### config.mk
export PLATFORM = sky130hd
export DESIGN_NAME = prd_timer16
export DESIGN_NICKNAME = d
export VERILOG_FILES = /design/src/rtl/prd_timer16_pkg.sv /design/src/rtl/prd_tick_src.sv /design/src/rtl/prd_prescaler.sv /design/src/rtl/prd_count_core.sv /design/src/rtl/prd_timer16.sv
export SDC_FILE = /design/constraint.sdc
export NUM_CORES = 1
export LEC_CHECK = 0
export BUFFER_PORTS_ARGS = -buffer_cell sky130_fd_sc_hd__buf_2
export CORE_MARGIN = 3
export CORE_UTILIZATION = 30
export DETAILED_ROUTE_END_ITERATION = 8
export PLACE_DENSITY = 0.49
export SYNTH_ARGS = -nofsm -noshare
export SYNTH_HDL_FRONTEND = slang
export SYNTH_SLANG_ARGS = --single-unit
### constraint.sdc
create_clock -name clk -period 3.3 [get_ports clk]
set_input_delay 0.99 -clock clk [delete_from_list [all_inputs] [get_ports clk]]
set_output_delay 0.99 -clock clk [all_outputs]
set_load 0.005 [all_outputs]
### src/rtl/prd_timer16_pkg.sv
package prd_timer16_pkg;

    localparam int BYTE_W  = 8;
    localparam int N_BYTES = 2;
    localparam int CNT_W   = BYTE_W * N_BYTES;
    localparam int ADDR_W  = 3;
    localparam int PSEL_W  = 2;

    localparam logic [ADDR_W-1:0] ADR_CTRL   = 3'd0;
    localparam logic [ADDR_W-1:0] ADR_CNT_LO = 3'd1;
    localparam logic [ADDR_W-1:0] ADR_CNT_HB = 3'd2;
    localparam logic [ADDR_W-1:0] ADR_PER_LO = 3'd3;
    localparam logic [ADDR_W-1:0] ADR_PER_HI = 3'd4;
    localparam logic [ADDR_W-1:0] ADR_FLAG   = 3'd5;

    typedef struct packed {
        logic [PSEL_W-1:0] psel;     // bits 4:3
        logic              resync;   // bit 2
        logic              use_ext;  // bit 1
        logic              run;      // bit 0
    } ctrl_t;

    localparam int CTRL_W = $bits(ctrl_t);

    typedef enum logic {
        LVL_LOW  = 1'b0,
        LVL_HIGH = 1'b1
    } lvl_e;

endpackage

### src/rtl/prd_tick_src.sv
module prd_tick_src
    import prd_timer16_pkg::*;
#(
    parameter int INT_DIV     = 4,
    parameter int SYNC_STAGES = 2
) (
    input  logic clk,
    input  logic rst_n,
    input  logic ext_in,
    input  logic use_ext,
    input  logic resync,
    output logic src_evt
);

    localparam int PH_W = (INT_DIV > 1) ? $clog2(INT_DIV) : 1;
    localparam logic [PH_W-1:0] PH_LAST = PH_W'(INT_DIV - 1);

    // internal instruction-rate tick
    logic [PH_W-1:0] ph_q;
    logic            int_tick;

    always_ff @(posedge clk or negedge rst_n) begin
        if (!rst_n) begin
            ph_q <= '0;
        end else if (ph_q == PH_LAST) begin
            ph_q <= '0;
        end else begin
            ph_q <= ph_q + 1'b1;
        end
    end

    assign int_tick = (ph_q == PH_LAST);

    // synchronizer chain, preset high so reset never fakes a rise
    genvar g;
    generate
        for (g = 0; g < SYNC_STAGES; g++) begin : g_sync
            logic stage_q;
            if (g == 0) begin : g_head
                always_ff @(posedge clk or negedge rst_n) begin
                    if (!rst_n) stage_q <= 1'b1;
                    else        stage_q <= ext_in;
                end
            end else begin : g_tail
                always_ff @(posedge clk or negedge rst_n) begin
                    if (!rst_n) stage_q <= 1'b1;
                    else        stage_q <= g_sync[g-1].stage_q;
                end
            end
        end
    endgenerate

    logic sample;
    assign sample = resync ? g_sync[SYNC_STAGES-1].stage_q : ext_in;

    // edge detector state machine
    lvl_e lvl_q;
    lvl_e lvl_d;
    logic ext_rise;

    always_ff @(posedge clk or negedge rst_n) begin
        if (!rst_n) lvl_q <= LVL_HIGH;
        else        lvl_q <= lvl_d;
    end

    always_comb begin
        lvl_d    = lvl_q;
        ext_rise = 1'b0;
        unique case (lvl_q)
            LVL_LOW: begin
                if (sample) begin
                    lvl_d    = LVL_HIGH;
                    ext_rise = 1'b1;
                end
            end
            LVL_HIGH: begin
                if (!sample) lvl_d = LVL_LOW;
            end
        endcase
    end

    assign src_evt = use_ext ? ext_rise : int_tick;

endmodule

### src/rtl/prd_prescaler.sv
module prd_prescaler #(
    parameter int PS_W = 2
) (
    input  logic            clk,
    input  logic            rst_n,
    input  logic            run,
    input  logic            src_evt,
    input  logic            clr,
    input  logic [PS_W-1:0] psel,
    output logic            step
);

    localparam int PC_W = (1 << PS_W) - 1;

    logic [PC_W-1:0] pre_q;
    logic [PC_W-1:0] term;

    // terminal value 2^psel - 1
    assign term = ~({PC_W{1'b1}} << psel);
    assign step = run & src_evt & (pre_q == term);

    always_ff @(posedge clk or negedge rst_n) begin
        if (!rst_n) begin
            pre_q <= '0;
        end else if (clr) begin
            pre_q <= '0;
        end else if (run && src_evt) begin
            pre_q <= step ? '0 : pre_q + 1'b1;
        end
    end

endmodule

### src/rtl/prd_count_core.sv
module prd_count_core #(
    parameter int BYTE_W  = 8,
    parameter int N_BYTES = 2
) (
    input  logic                        clk,
    input  logic                        rst_n,
    input  logic                        load,
    input  logic [BYTE_W*N_BYTES-1:0]   load_val,
    input  logic                        clr,
    input  logic                        step,
    input  logic [BYTE_W*N_BYTES-1:0]   period,
    output logic [BYTE_W*N_BYTES-1:0]   cnt_q,
    output logic                        wrap
);

    localparam int CNT_W = BYTE_W * N_BYTES;

    logic [N_BYTES-1:0] carry;
    logic [CNT_W-1:0]   cnt_inc;
    logic               hit;

    assign carry[0] = 1'b1;

    // byte-wise ripple: each byte rolls FFh -> 00h and feeds the next
    genvar b;
    generate
        for (b = 0; b < N_BYTES; b++) begin : g_byte
            assign cnt_inc[b*BYTE_W +: BYTE_W] =
                cnt_q[b*BYTE_W +: BYTE_W] + BYTE_W'(carry[b]);
            if (b < N_BYTES - 1) begin : g_carry
                assign carry[b+1] = carry[b] & (&cnt_q[b*BYTE_W +: BYTE_W]);
            end
        end
    endgenerate

    assign hit  = (cnt_q == period);
    assign wrap = step & ~load & ~clr & hit;

    always_ff @(posedge clk or negedge rst_n) begin
        if (!rst_n) begin
            cnt_q <= '0;
        end else if (load) begin
            cnt_q <= load_val;
        end else if (clr) begin
            cnt_q <= '0;
        end else if (step) begin
            cnt_q <= hit ? '0 : cnt_inc;
        end
    end

endmodule

### src/rtl/prd_timer16.sv
module prd_timer16
    import prd_timer16_pkg::*;
#(
    parameter int INT_DIV     = 4,
    parameter int SYNC_STAGES = 2
) (
    input  logic              clk,
    input  logic              rst_n,
    input  logic              bus_wr,
    input  logic              bus_rd,
    input  logic [ADDR_W-1:0] bus_addr,
    input  logic [BYTE_W-1:0] bus_wdata,
    output logic [BYTE_W-1:0] bus_rdata,
    input  logic              ext_in,
    input  logic              evt_reset,
    output logic              irq_flag
);

    ctrl_t             ctrl_q;
    logic [CNT_W-1:0]  per_q;
    logic [BYTE_W-1:0] hbuf_q;
    logic              flag_q;
    logic [CNT_W-1:0]  cnt_q;
    logic              src_evt;
    logic              inc_evt;
    logic              wrap;
    logic              run_en;

    logic wr_ctrl, wr_lo, wr_hb, wr_plo, wr_phi, wr_flag, rd_lo;

    assign wr_ctrl = bus_wr && (bus_addr == ADR_CTRL);
    assign wr_lo   = bus_wr && (bus_addr == ADR_CNT_LO);
    assign wr_hb   = bus_wr && (bus_addr == ADR_CNT_HB);
    assign wr_plo  = bus_wr && (bus_addr == ADR_PER_LO);
    assign wr_phi  = bus_wr && (bus_addr == ADR_PER_HI);
    assign wr_flag = bus_wr && (bus_addr == ADR_FLAG);
    assign rd_lo   = bus_rd && (bus_addr == ADR_CNT_LO);
    assign run_en  = ctrl_q.run;

    always_ff @(posedge clk or negedge rst_n) begin
        if (!rst_n) begin
            ctrl_q <= '0;
            per_q  <= '1;
        end else begin
            if (wr_ctrl) ctrl_q <= ctrl_t'(bus_wdata[CTRL_W-1:0]);
            if (wr_plo)  per_q[0 +: BYTE_W]      <= bus_wdata;
            if (wr_phi)  per_q[BYTE_W +: BYTE_W] <= bus_wdata;
        end
    end

    // high-byte buffer: written by software, or snapshot on low-byte read
    always_ff @(posedge clk or negedge rst_n) begin
        if (!rst_n) begin
            hbuf_q <= '0;
        end else if (wr_hb) begin
            hbuf_q <= bus_wdata;
        end else if (rd_lo) begin
            hbuf_q <= cnt_q[BYTE_W +: BYTE_W];
        end
    end

    always_ff @(posedge clk or negedge rst_n) begin
        if (!rst_n) begin
            flag_q <= 1'b0;
        end else if (wrap) begin
            flag_q <= 1'b1;
        end else if (wr_flag) begin
            flag_q <= bus_wdata[0];
        end
    end

    assign irq_flag = flag_q;

    always_comb begin
        case (bus_addr)
            ADR_CTRL:   bus_rdata = {{(BYTE_W-CTRL_W){1'b0}}, ctrl_q};
            ADR_CNT_LO: bus_rdata = cnt_q[0 +: BYTE_W];
            ADR_CNT_HB: bus_rdata = hbuf_q;
            ADR_PER_LO: bus_rdata = per_q[0 +: BYTE_W];
            ADR_PER_HI: bus_rdata = per_q[BYTE_W +: BYTE_W];
            ADR_FLAG:   bus_rdata = {{(BYTE_W-1){1'b0}}, flag_q};
            default:    bus_rdata = '0;
        endcase
    end

    prd_tick_src #(
        .INT_DIV     (INT_DIV),
        .SYNC_STAGES (SYNC_STAGES)
    ) u_src (
        .clk     (clk),
        .rst_n   (rst_n),
        .ext_in  (ext_in),
        .use_ext (ctrl_q.use_ext),
        .resync  (ctrl_q.resync),
        .src_evt (src_evt)
    );

    prd_prescaler #(
        .PS_W (PSEL_W)
    ) u_pre (
        .clk     (clk),
        .rst_n   (rst_n),
        .run     (run_en),
        .src_evt (src_evt),
        .clr     (wr_lo | evt_reset),
        .psel    (ctrl_q.psel),
        .step    (inc_evt)
    );

    prd_count_core #(
        .BYTE_W  (BYTE_W),
        .N_BYTES (N_BYTES)
    ) u_core (
        .clk      (clk),
        .rst_n    (rst_n),
        .load     (wr_lo),
        .load_val ({hbuf_q, bus_wdata}),
        .clr      (evt_reset),
        .step     (inc_evt),
        .period   (per_q),
        .cnt_q    (cnt_q),
        .wrap     (wrap)
    );

endmodule

==> reports/qor.txt <==
Period minus WS final -> 3070 ps
Hold WS -> 365 ps
Initial antenna violation count -> 0
Final Max Slew Viols -> 0
Worst R2R Start -> per_q[14]
Critical Path RT -> 2310 ps
Core Box Area -> 10400 sq um
Final Hold Viols -> 0
Worst Path Max Fanout -> 13
Reg2reg setup slack -> 820 ps
Leakage -> 1.49 nW
Die width -> 110 um
Routed len/inst -> 19.1 um
Layout Utilization -> 0.352
Yosys top cell area share -> 0.269
Syn_nets -> 343
Initial DRC count -> 158
GPL Wtd Cong -> 0.805
Grt ovf -> 0
Worst path arrival time -> 2080 ps
CTS buffer count -> 5
Yosys top cell by area -> dfrtp_1
RSZ-0062 raised after global routing -> false
Met1 Use GR -> 0.235
Crit path capture -> bus_rdata[0]
First-pass GRT wire length -> 14700 um
Reg2Reg Capture Point -> u_core.cnt_q[12]
Most frequent cells in the layout -> dfrtp_1 (35), nand2_1 (30), buf_2 (25)
Post-CTS setup buffer count -> 0
Vias in the first global route -> 2602
Register area -> 1380 sq um
Die Ht -> 110 um
PnR worst setup slack -> 231 ps
Worst reg2reg path depth -> 6
N_diodes -> 0
Setup TNS -> 0 ps
Largest net degree at the start of global routing -> 55
Clk sink count -> 54
Drt pass-1 iters -> 4
Multi-input combinational cell area -> 1780 sq um
Synth Cell Area -> 3260 sq um
Cell Rows -> 37
Area growth from synthesis to layout -> 12.5%
Slew HR -> 0.527
Fmax -> 326 MHz
Post-synth cell types -> 55
Initial core utilization -> 0.313
Power Density -> 487 nW/um^2
Root Buffer -> clkbuf_8
NumNets Final -> 363
CTS tree -> done
Port Buffers -> 25
Commonest non-fill, non-tap cell in the layout -> dfrtp_1
Grt peak-use layer -> met2
Total wire length -> 9110 um
Worst setup path startpoint -> bus_addr[0]
M2 GR Usage -> 0.240
Cells after Synth -> 321
Worst slew pin tran -> 710 ps
GRT Overall Usage -> 0.159
Via Count -> 2604
DPL Wire Length -> 6520 um
Final instance area -> 3660 sq um
Layout cells sized above 1 -> 0.289
Register area share after synthesis -> 0.422
Filler Cell Count -> 1079
Final Skew -> 12.3 ps
GR Layer Usage met3 -> 0.0285
Run status -> completed
Worst setup SP type -> primary input
Synth warn -> 0
Yosys reg bits -> 54
Max-cap viol count -> 0
Vias per cell -> 5.45
Final setup violation count -> 0
Worst hold-check path type -> flop to flop
Clk buf depth -> 2
Drt drc -> 0
Avg Cell Area, Syn -> 10.1 sq um
Area contributors post-synth -> dfrtp_1 (27%), dfstp_2 (15%), mux2_2 (8.0%)
I/O pin cnt -> 26
Crit share post-route -> 0.930
DP Area -> 3550 sq um
Setup crit end kind -> primary output
DP Worst Slack -> 172 ps
Post-DRT Antenna Nets -> 0
Worst vdd ir -> 192 uV
Die Area -> 12100 sq um
Crit Path Category -> primary input to primary output
Clk_lat worst skew -> 310 ps
Worst-path clk slew -> 110 ps
H-tree levels -> 2
[worst min path at each step]
stage / startpoint / cells past startpoint / endpoint
2_1_floorplan: u_src.g_sync[0].stage_q / 0 / u_src.g_sync[1].stage_q
4_1_cts: u_src.g_sync[0].stage_q / 0 / u_src.g_sync[1].stage_q
3_3_place_gp: u_src.g_sync[0].stage_q / 0 / u_src.g_sync[1].stage_q
6_report: u_src.g_sync[0].stage_q / 0 / u_src.g_sync[1].stage_q
5_1_grt: u_src.g_sync[0].stage_q / 0 / u_src.g_sync[1].stage_q
3_5_place_dp: u_src.g_sync[0].stage_q / 0 / u_src.g_sync[1].stage_q
[stage by stage]
stage                     total power, mW  instances
after floorplan                      1.18        321
after global placement               1.33        470
after detailed placement             1.34        470
after CTS                            1.80        478
after global routing                 1.89        478
final                                1.78        478
[per-layer routing]
layer / wire length [um] / vias to the layer above
li1: - / 1231
met2: 4140 / 60
met1: 4390 / 1299
met5: 0 / -
met3: 381 / 14
met4: 190 / 0
[final cells by class]
type | instances | share of cell area
well taps | 136 | 0.0465
clock buffers | 6 | 0.0198
multi-input cells | 237 | 0.485
inverters | 8 | 0.00820
repair buffers | 35 | 0.0547
clock inverters | 2 | 0.0102
flip-flops and latches | 54 | 0.375
[worst max-delay path: stages]
cell and delay [ps]:
buf_2 100, buf_4 200, mux2_2 350, a22oi_1 150
o22ai_1 120, buf_2 150
[sequential cells by signal (all words and copies together) (netlist names)]
register,count
u_core.cnt_q,16
irq_flag,1
u_src.lvl_q,1
hbuf_q,8
per_q,16
run_en,1
u_src.ph_q,2
u_src.g_sync.stage_q,2
u_pre.pre_q,3
ctrl_q,4
[cell families after synthesis]
logic type / share of synthesized area
muxes: 0.145
AOI/OAI and AO/OA: 0.173
DFF: 0.422
and+or+nand+nor: 0.156
adders and majority gates: 0.0192
xor gates and xnor gates: 0.0457
buffers and inverters: 0.0392
[where the power goes]
part | internal (mW) | switching, mW | total, mW
combinational | 0.196 | 0.190 | 0.387
sequential | 0.803 | 0.139 | 0.942
clock | 0.227 | 0.229 | 0.456
total | 1.23 | 0.558 | 1.78
[cell usage after synthesis, drive strengths merged]
cell     instances
a2111oi          1
a211oi           3
a21oi           16
a221o            1
a221oi           5
a22o             1
a22oi            5
a31o             2
a31oi            1
a32oi           10
and2             1
and3             9
and4             1
buf              7
clkbuf          15
dfrtp           35
dfstp           19
ha               5
inv              8
mux2            23
mux2i           19
mux4             1
nand2           31
nand2b           1
nand3            8
nand4            4
nand4b           1
nand4bb          1
nor2            12
nor2b            5
nor3             6
nor3b            2
nor4             4
nor4b            1
nor4bb           1
o211a            2
o211ai           5
o21ai           15
o22ai            7
o311ai           1
o31ai            1
or2              2
or3              6
xor2            17
[what timing repair did]
action,in CTS,in global routing
resized for setup,0,1
hold buffers,0,0
setup endpoints to repair,0,1
Power figures use the tool's default switching activity.
